<file path="src/rtl/rstreq_pkg.sv">
package rstreq_pkg;

    // Trigger bit positions inside the stored word (software-visible).
    localparam int unsigned TRIG_WARM_BIT = 0;
    localparam int unsigned TRIG_EXT_BIT  = 1;
    localparam int unsigned TRIG_DBG_BIT  = 3;

    typedef enum logic [2:0] {
        CMD_NONE,
        CMD_WARM,
        CMD_EXT,
        CMD_DBG,
        CMD_READ
    } cmd_e;

    typedef enum logic [2:0] {
        ST_IDLE,
        ST_WARM,
        ST_EXT,
        ST_DBG,
        ST_RESP
    } state_e;

endpackage

</file>
<file path="src/rtl/rstreq_decode.sv">
module rstreq_decode
    import rstreq_pkg::*;
#(
    parameter int unsigned  ADDR_W    = 40,
    parameter int unsigned  DATA_W    = 64,
    parameter logic [39:0]  BASE_ADDR = 40'h89_0000_0808
) (
    input  logic [ADDR_W-1:0] addr,
    input  logic              wr,
    input  logic              rd,
    input  logic [DATA_W-1:0] wdata,
    output logic              hit,
    output cmd_e              cmd
);

    localparam int unsigned LINE_LSB = 3;

    logic [ADDR_W-1:0] base_full;
    assign base_full = ADDR_W'(BASE_ADDR);

    // Any byte of the 8-byte word is claimed.
    assign hit = (addr[ADDR_W-1:LINE_LSB] == base_full[ADDR_W-1:LINE_LSB]);

    // Fixed priority: warm, then external, then debug; a store hides a read.
    always_comb begin
        cmd = CMD_NONE;
        if (hit && wr) begin
            if (wdata[TRIG_WARM_BIT])     cmd = CMD_WARM;
            else if (wdata[TRIG_EXT_BIT]) cmd = CMD_EXT;
            else if (wdata[TRIG_DBG_BIT]) cmd = CMD_DBG;
            else                          cmd = CMD_NONE;
        end else if (hit && rd) begin
            cmd = CMD_READ;
        end
    end

    logic unused_bits;
    assign unused_bits = ^{addr[LINE_LSB-1:0], wdata[DATA_W-1:4], wdata[2]};

endmodule

</file>
<file path="src/rtl/rstreq_fsm.sv">
module rstreq_fsm
    import rstreq_pkg::*;
#(
    parameter int unsigned NCORE = 8
) (
    input  logic             clk,
    input  logic             rst_n,
    input  cmd_e             cmd,
    input  logic [NCORE-1:0] steer_mask,
    output logic             warm_pulse,
    output logic             ext_pulse,
    output logic             dbg_pulse,
    output logic             rvalid,
    output logic [NCORE-1:0] ext_targets
);

    state_e           state_q, state_d;
    logic [NCORE-1:0] mask_q;

    // Next-state selection: every state follows the incoming command.
    always_comb begin
        unique case (cmd)
            CMD_WARM: state_d = ST_WARM;
            CMD_EXT:  state_d = ST_EXT;
            CMD_DBG:  state_d = ST_DBG;
            CMD_READ: state_d = ST_RESP;
            default:  state_d = ST_IDLE;
        endcase
    end

    // State register and steering capture.
    always_ff @(posedge clk or negedge rst_n) begin
        if (!rst_n) begin
            state_q <= ST_IDLE;
            mask_q  <= '0;
        end else begin
            state_q <= state_d;
            mask_q  <= (cmd == CMD_EXT) ? steer_mask : '0;
        end
    end

    // Outputs decoded from the state.
    always_comb begin
        warm_pulse  = 1'b0;
        ext_pulse   = 1'b0;
        dbg_pulse   = 1'b0;
        rvalid      = 1'b0;
        ext_targets = '0;
        unique case (state_q)
            ST_WARM: warm_pulse = 1'b1;
            ST_EXT: begin
                ext_pulse   = 1'b1;
                ext_targets = mask_q;
            end
            ST_DBG: begin
                warm_pulse = 1'b1;
                dbg_pulse  = 1'b1;
            end
            ST_RESP: rvalid = 1'b1;
            default: ;
        endcase
    end

    // at most one request kind leaves the block in any cycle.
    a_r6_one_kind: assert property (@(posedge clk) disable iff (!rst_n)
        $onehot0({ext_pulse, warm_pulse & ~dbg_pulse, dbg_pulse, rvalid}));

    // targets are the mask seen during the accepted store.
    a_r4_targets: assert property (@(posedge clk) disable iff (!rst_n)
        ext_pulse |-> (ext_targets == $past(steer_mask)));

endmodule

</file>
<file path="src/rtl/rstreq_ctrl.sv">
module rstreq_ctrl
    import rstreq_pkg::*;
#(
    parameter int unsigned ADDR_W    = 40,
    parameter int unsigned DATA_W    = 64,
    parameter int unsigned NCORE     = 8,
    parameter logic [39:0] BASE_ADDR = 40'h89_0000_0808
) (
    input  logic              clk,
    input  logic              rst_n,
    input  logic [ADDR_W-1:0] bus_addr,
    input  logic              bus_wr,
    input  logic              bus_rd,
    input  logic [DATA_W-1:0] bus_wdata,
    output logic [DATA_W-1:0] bus_rdata,
    output logic              bus_rvalid,
    input  logic [NCORE-1:0]  steer_mask,
    output logic              warm_pulse,
    output logic              ext_pulse,
    output logic [NCORE-1:0]  ext_targets,
    output logic              dbg_pulse
);

    logic hit;
    cmd_e cmd;

    rstreq_decode #(
        .ADDR_W    (ADDR_W),
        .DATA_W    (DATA_W),
        .BASE_ADDR (BASE_ADDR)
    ) u_dec (
        .addr  (bus_addr),
        .wr    (bus_wr),
        .rd    (bus_rd),
        .wdata (bus_wdata),
        .hit   (hit),
        .cmd   (cmd)
    );

    rstreq_fsm #(
        .NCORE (NCORE)
    ) u_fsm (
        .clk         (clk),
        .rst_n       (rst_n),
        .cmd         (cmd),
        .steer_mask  (steer_mask),
        .warm_pulse  (warm_pulse),
        .ext_pulse   (ext_pulse),
        .dbg_pulse   (dbg_pulse),
        .rvalid      (bus_rvalid),
        .ext_targets (ext_targets)
    );

    // The register holds nothing once a request is issued.
    assign bus_rdata = '0;

    // read data seen with a valid response is zero.
    a_r2_zero_read: assert property (@(posedge clk) disable iff (!rst_n)
        bus_rvalid |-> (bus_rdata == '0));

    // an unclaimed access causes no response.
    a_r1_miss_quiet: assert property (@(posedge clk) disable iff (!rst_n)
        !hit |=> !(warm_pulse || ext_pulse || dbg_pulse || bus_rvalid));

    // bit 0 always produces a plain warm request.
    a_r3_warm_wins: assert property (@(posedge clk) disable iff (!rst_n)
        (hit && bus_wr && bus_wdata[TRIG_WARM_BIT])
            |=> (warm_pulse && !ext_pulse && !dbg_pulse));

    // a store hides a simultaneous load.
    a_r9_store_first: assert property (@(posedge clk) disable iff (!rst_n)
        (hit && bus_wr) |=> !bus_rvalid);

endmodule

</file>
<file path="config.mk">
export PLATFORM = sky130hd
export DESIGN_NAME = rstreq_ctrl
export DESIGN_NICKNAME = d
export VERILOG_FILES = /design/src/rtl/rstreq_pkg.sv /design/src/rtl/rstreq_decode.sv /design/src/rtl/rstreq_fsm.sv /design/src/rtl/rstreq_ctrl.sv
export SDC_FILE = /design/constraint.sdc
export NUM_CORES = 1
export LEC_CHECK = 0
export BUFFER_PORTS_ARGS = -buffer_cell sky130_fd_sc_hd__buf_4
export CAP_MARGIN = 10
export CORE_AREA = 2 2 73 75
export CTS_BUF_LIST = sky130_fd_sc_hd__clkbuf_2
export DETAILED_ROUTE_END_ITERATION = 12
export DIE_AREA = 0 0 75 77
export PLACE_DENSITY = 0.7
export SLEW_MARGIN = 5
export SYNTH_ARGS = -nofsm -noshare
export SYNTH_HDL_FRONTEND = slang
export SYNTH_SLANG_ARGS = --single-unit
</file>
<file path="constraint.sdc">
create_clock -name clk -period 2.6 [get_ports clk]
set_clock_uncertainty 0.05 [all_clocks]
set_input_delay 0.13 -clock clk [delete_from_list [all_inputs] [get_ports clk]]
set_output_delay 0.13 -clock clk [all_outputs]
set_load 0.03 [all_outputs]
</file>
==> results of run 1 <==
[cells in the final DEF (no fill, tap or decap), drive strengths merged]
cell / n
and2: 9
and3b: 1
buf: 63
clkbuf: 3
clkinv: 1
conb: 64
dfrtp: 11
dlygate4sd3: 1
nand2b: 1
nand3: 1
nand3b: 8
nand4: 2
nor2: 3
nor2b: 2
nor3b: 2
nor4: 14
nor4b: 5
o21ai: 2
[metal layers]
layer,up-vias,global-route usage,share of wire
met1,393,0.0793,0.33
met3,0,0.0197,0.13
li1,439,-,-
met2,70,0.135,0.54
met4,0,0.0161,0
met5,-,0,0
[power groups by stage]
| stage | clock [W] | combinational (W) | sequential, W |
|---|---|---|---|
| 2_1_floorplan | 0 | 0.000208 | 0.000174 |
| 3_3_place_gp | 0 | 0.000198 | 0.000174 |
| 3_5_place_dp | 0 | 0.000199 | 0.000174 |
| 4_1_cts | 0.0000866 | 0.000201 | 0.000171 |
| 5_1_grt | 0.0000911 | 0.000216 | 0.000171 |
| 6_report | 0.0000833 | 0.000202 | 0.000171 |
[flip-flops by register name, summed over array words and instances, names as in the netlist]
name	flops
u_fsm.mask_q	8
u_fsm.state_q	3
[through the flow]
step           instances  instance area, um^2  setup slack (ns)
2_1_floorplan        193                 1430             0.599
3_3_place_gp         258                 1490             0.847
3_5_place_dp         258                 1490             0.795
4_1_cts              263                 1520             0.775
5_1_grt              263                 1520             0.565
6_report             263                 1520             0.814
[synthesized netlist by cell type]
master,instances,area [um^2]
and2_1,9,56.3
and3b_1,1,8.76
buf_1,1,3.75
buf_2,2,10.0
buf_4,64,480
buf_6,1,11.3
conb_1,1,3.75
dfrtp_1,11,275
nand2b_1,1,6.26
nand3_1,1,5.00
nand3b_1,8,60.1
nand4_1,2,12.5
nor2_1,3,11.3
nor2b_1,2,12.5
nor3b_1,2,15.0
nor4_1,4,25.0
nor4_2,10,125
nor4b_1,2,17.5
nor4b_2,3,45.0
o21ai_0,2,10.0
[worst max-delay path, delay by kind of cell (launching register included)]
family,cells,cell delay (ns)
flip-flops,1,0.41
buffers and inverters,1,0.16
AND/OR/NAND/NOR,2,0.80
[cell families after synthesis]
group / count (synthesis)
other cells: 1
flops: 11
simple gates: 48
compound gates: 2
buf+inv: 68
[worst max-delay path by stage]
stage	start	to	slack, ns
2_1_floorplan	u_fsm.state_q[2]$_DFF_PN0_	ext_targets[0]	0.60
3_3_place_gp	bus_addr[18]	u_fsm.state_q[1]$_DFF_PN0_	0.85
3_5_place_dp	bus_addr[18]	u_fsm.state_q[1]$_DFF_PN0_	0.80
4_1_cts	u_fsm.state_q[2]$_DFF_PN0_	ext_targets[7]	0.77
5_1_grt	u_fsm.state_q[2]$_DFF_PN0_	ext_targets[7]	0.57
6_report	u_fsm.state_q[2]$_DFF_PN0_	ext_targets[0]	0.81
[layout make-up]
type,count,area [um^2]
multi-input cells,114,651
fillers,577,3460
repair buffers,64,483
flip-flops and latches,11,275
clock inverters,1,5.00
clock buffers,3,15.0
well taps,70,87.6
[timing repair]
action	in CTS	in global routing
resized for setup	0	0
hold endpoints to repair	11	0
hold buffers	1	0
==> run_results.csv, run 1 <==
group,metric,value,unit
worst_hold_path,hp-class,"in -> reg",
sta,max_freq,560,MHz
floorplan,core_area,0.00498,mm^2
global_route,grt-ovfl-total,0,
worst_setup_path,path_cells,"nor3b_1 > and2_1 > buf_4",
worst_setup_path,worst_path_max_delay_cell,"nor3b_1",
synthesis,synth_top_family_by_area,"buffers and inverters",
synthesis,synthMuxAreaShare,0,
synthesis,synthDistinctLibCells,20,
pwr,peakVddDrop,0.0000847,V
finish,synthToLayoutAreaGrowth,26.9,%
placement,gp_congestion,0.705,
drt,firstDrtPassIters,4,
pwr,p_leak,0.765,nW
pwr,combPwrFrac,0.443,
global_route,grt_pass1_wl,3420,um
run,maxCapViolCount,0,
finish,fin_util,0.305,
clock_network,clk_path_buf_depth,2,
pwr,swShare,0.424,
clock_network,post-cts-setup-buffer-count,0,
drt,drt-total-wl,2310,um
finish,antenna-diode-count,0,
drt,drtIter0Drc,7,
synthesis,synth_compound_area_frac,0.00838,
clock_network,cts_root_buffer,"clkbuf_2",
placement,port_buffers,63,
synthesis,synthesis.area,0.00119,mm^2
synthesis,synth_fa_ha_area_frac,0,
synthesis,yosys.area_share.xor_xnor,0,
worst_hold_path,hold_end,"u_fsm.state_q[2]$_DFF_PN0_",
synthesis,synth_area_per_cell,9.19,um^2
worst_setup_path,path_max_fanout,9,
sta,timing.final.crit_share,0.687,
synthesis,synth.yosys.seq_area_share,0.230,
worst_setup_path,max_stage_delay,0.58,ns
finish,final_layout_size_suffix_gt1_frac,0.415,
worst_setup_path,crit_type,"reg -> out",
clock_network,htreeDepth,1,
drt,drc,0,
global_route,grt.total_usage,0.0727,
sta,holdWs,0.0936,ns
drt,viasPerCell,3.43,
sta,rsz0062_at_grt,"false",
sta,setup_tns,0,ns
floorplan,fp.dieH,77,um
sta,maxSlewViolCount,0,
floorplan,ios,192,
floorplan,start_util,0.240,
synthesis,yosys.area_share.simple,0.335,
drt,ant_nets,0,
floorplan,rows,26,
drt,num_vias,902,
global_route,grt_pass1_vias,796,
sta,setup_violations,0,
global_route,grt_max_degree,12,
sta,fin_crit,1.79,ns
sta,hold_viol_final,0,
sta,relSlewSlack,0.558,
synthesis,ys_ff_latch,11,
pwr,design_power_total,0.000457,W
clock_network,cts.sinks,11,
worst_hold_path,hp-start,"bus_rd",
sta,worst_pin_slew,0.661,ns
placement,hpwl,2180,um
worst_hold_path,holdPathStages,3,
global_route,antenna_found_initial,0,
floorplan,die_w,75,um
pwr,power.internal,0.000263,W
drt,wl_per_cell,8.78,um
worst_setup_path,critical_path.endpoint_type,"output port",
worst_setup_path,cp-start-kind,"register",
clock_network,clk_pin_slew,0.09,ns
pwr,pwr_density_cell,301,mW/mm^2
status,status,"finished clean",
floorplan,dieArea,0.00578,mm^2
pwr,p_clk_frac,0.182,
worst_setup_path,cp.arrival,1.61,ns
pwr,p_switching,0.000194,W
synthesis,synth_warnings,0,
worst_setup_path,critPathRequiredTime,2.42,ns
finish,finalNetCount,310,
synthesis,syn_inst,130,
clock_network,numCtsBuffers,3,
pwr,seqPwrFrac,0.374,
clock_network,cts_tree,"built",
Note: power is estimated with default switching activity, not from simulation.
==> inputs of run 2 (changes only) <==
--- a/config.mk
+++ b/config.mk
@@ -11,7 +11,7 @@
 export CTS_BUF_LIST = sky130_fd_sc_hd__clkbuf_2
 export DETAILED_ROUTE_END_ITERATION = 12
 export DIE_AREA = 0 0 75 77
-export PLACE_DENSITY = 0.7
+export PLACE_DENSITY = 0.73
 export SLEW_MARGIN = 5
 export SYNTH_ARGS = -nofsm -noshare
 export SYNTH_HDL_FRONTEND = slang
==> constraint.sdc (replaced) <==
create_clock -name clk -period 1.44 [get_ports clk]
set_clock_uncertainty 0.05 [all_clocks]
set_input_delay 0.072 -clock clk [delete_from_list [all_inputs] [get_ports clk]]
set_output_delay 0.072 -clock clk [all_outputs]
set_load 0.03 [all_outputs]
==> run 2 against run 1 <==
Against the previous run: core utilization grew 2.1 points; power grew 82%; first-iteration DRC count grew 14%; highest routed layer is now met4; combinational power grew 80%; largest power group unchanged; clock power grew 93%; flip-flop and latch count is the same; setup slack lost 0.75 ns; cell area grew 6.8%; critical endpoint is now ext_targets[7].
==> run_results.csv, run 2 (synthesized netlist as in run 1, its figures left out) <==
group,metric,value,unit
floorplan,dieArea,0.00578,mm^2
pwr,pwr_density_cell,514,mW/mm^2
finish,reg.largest.list,"u_fsm.mask_q: 8 flops, u_fsm.state_q: 3 flops",
finish,fin_util,0.326,
clock_network,cts.sinks,11,
drt,drc,0,
clock_network,clk_path_buf_depth,2,
floorplan,core_area,0.00498,mm^2
worst_hold_path,hold_end,"u_fsm.state_q[2]$_DFF_PN0_",
sta,max_freq,728,MHz
worst_setup_path,cp-start-kind,"register",
finish,layout_commonest_cell,"conb_1",
floorplan,fp.dieH,77,um
global_route,grt_pass1_vias,803,
global_route,grt_max_degree,12,
global_route,grt.total_usage,0.0740,
worst_setup_path,cp.arrival,1.25,ns
drt,num_vias,929,
sta,setup_violations,0,
clock_network,cts_tree,"built",
placement,gp_congestion,0.728,
placement,port_buffers,63,
finish,post_layout_nonfiller_instances,270,
worst_hold_path,holdPathStages,3,
sta,fin_crit,1.37,ns
clock_network,cts_root_buffer,"clkbuf_2",
worst_hold_path,hp-start,"bus_rd",
finish,antenna-diode-count,0,
sta,timing.final.crit_share,0.954,
finish,regMostFlops,"u_fsm.mask_q",
run,maxCapViolCount,0,
sta,holdWs,0.0265,ns
drt,ant_nets,0,
drt,viasPerCell,3.44,
clock_network,htreeDepth,1,
worst_setup_path,path_max_fanout,5,
clock_network,numCtsBuffers,3,
pwr,peakVddDrop,0.000156,V
global_route,grt_pass1_wl,3370,um
drt,wl_per_cell,8.63,um
finish,final_cell_mix,"conb_1 (64), buf_4 (62), nor4_2 (10)",
drt,firstDrtPassIters,4,
placement,post-place-cells,261,
clock_network,clk_pin_slew,0.09,ns
status,status,"finished clean",
drt,drtIter0Drc,8,
sta,maxSlewViolCount,0,
worst_setup_path,critical_path.endpoint_type,"output port",
floorplan,ios,192,
global_route,grt-ovfl-total,0,
finish,largest_reg_flops,8,
finish,final_layout_size_suffix_gt1_frac,0.450,
finish,nFillCells,561,
finish,multi_input_area,681,um^2
drt,drt-total-wl,2330,um
finish,synthToLayoutAreaGrowth,35.6,%
floorplan,rows,26,
finish,finalNetCount,317,
worst_setup_path,critPathRequiredTime,1.32,ns
floorplan,die_w,75,um
worst_hold_path,hp-class,"in -> reg",
worst_setup_path,crit_type,"reg -> out",
global_route,antenna_found_initial,0,
floorplan,start_util,0.240,
finish,seq_area,278,um^2
pwr,p_leak,0.802,nW
sta,hold_viol_final,0,
placement,hpwl,2100,um
sta,rsz0062_at_grt,"true",
[run 2: per-layer routing]
metal	GRT usage	vias to the layer above	share of wire
met5	0	-	0
met4	0.0321	0	0.0090
met3	0.0145	2	0.12
met2	0.141	66	0.57
met1	0.0737	407	0.31
li1	-	454	-
[run 2: per-stage QoR]
step	instance area [um^2]	setup TNS (ns)	setup WS, ns	power (W)
CTS	1570	0	0.00481	0.000838
global route	1620	-0.0892	-0.0203	0.000883
detailed placement	1520	0	0.0356	0.000674
global placement	1520	0	0.0516	0.000671
floorplan	1440	0	0.0831	0.000691
finish	1620	0	0.0669	0.000833
[run 2: cell type report]
cell class,instances,share of cell area
clock buffer,4,0.0124
multi-input combinational,115,0.420
sequential,11,0.171
tap,70,0.0541
timing repair buffer,70,0.342
[run 2: repair_timing]
item / 4_1_cts / 5_1_grt
hold buffers: 1 / 0
gates cloned: 1 / 0
endpoints found under the setup margin: 8 / 8
gates resized for setup: 2 / 8
pin swaps: 1 / 6
setup buffers: 0 / 3
hold endpoints to repair: 11 / 0
[run 2: worst max-delay path, cell delays in order (launching register included)]
cell,delay [ns]
dfrtp_2,0.46
nor3b_4,0.25
and2_1,0.18
buf_6,0.13
[run 2: worst max-delay path by stage]
| stage | startpoint | to | slack, ns | cells past startpoint |
|---|---|---|---|---|
| 2_1_floorplan | u_fsm.state_q[2]$_DFF_PN0_ | ext_targets[0] | 0.08 | 2 |
| 3_3_place_gp | bus_addr[18] | u_fsm.state_q[1]$_DFF_PN0_ | 0.05 | 5 |
| 3_5_place_dp | bus_addr[18] | u_fsm.state_q[1]$_DFF_PN0_ | 0.04 | 5 |
| 4_1_cts | u_fsm.state_q[2]$_DFF_PN0_ | ext_targets[3] | 0.005 | 3 |
| 5_1_grt | u_fsm.state_q[2]$_DFF_PN0_ | ext_targets[2] | -0.02 | 3 |
| 6_report | u_fsm.state_q[2]$_DFF_PN0_ | ext_targets[7] | 0.07 | 3 |
[run 2: where the power goes]
group	switching [W]	internal, W
sequential	0.000000000000000696	0.000309
combinational	0.000261	0.000103
clock	0.0000871	0.0000738
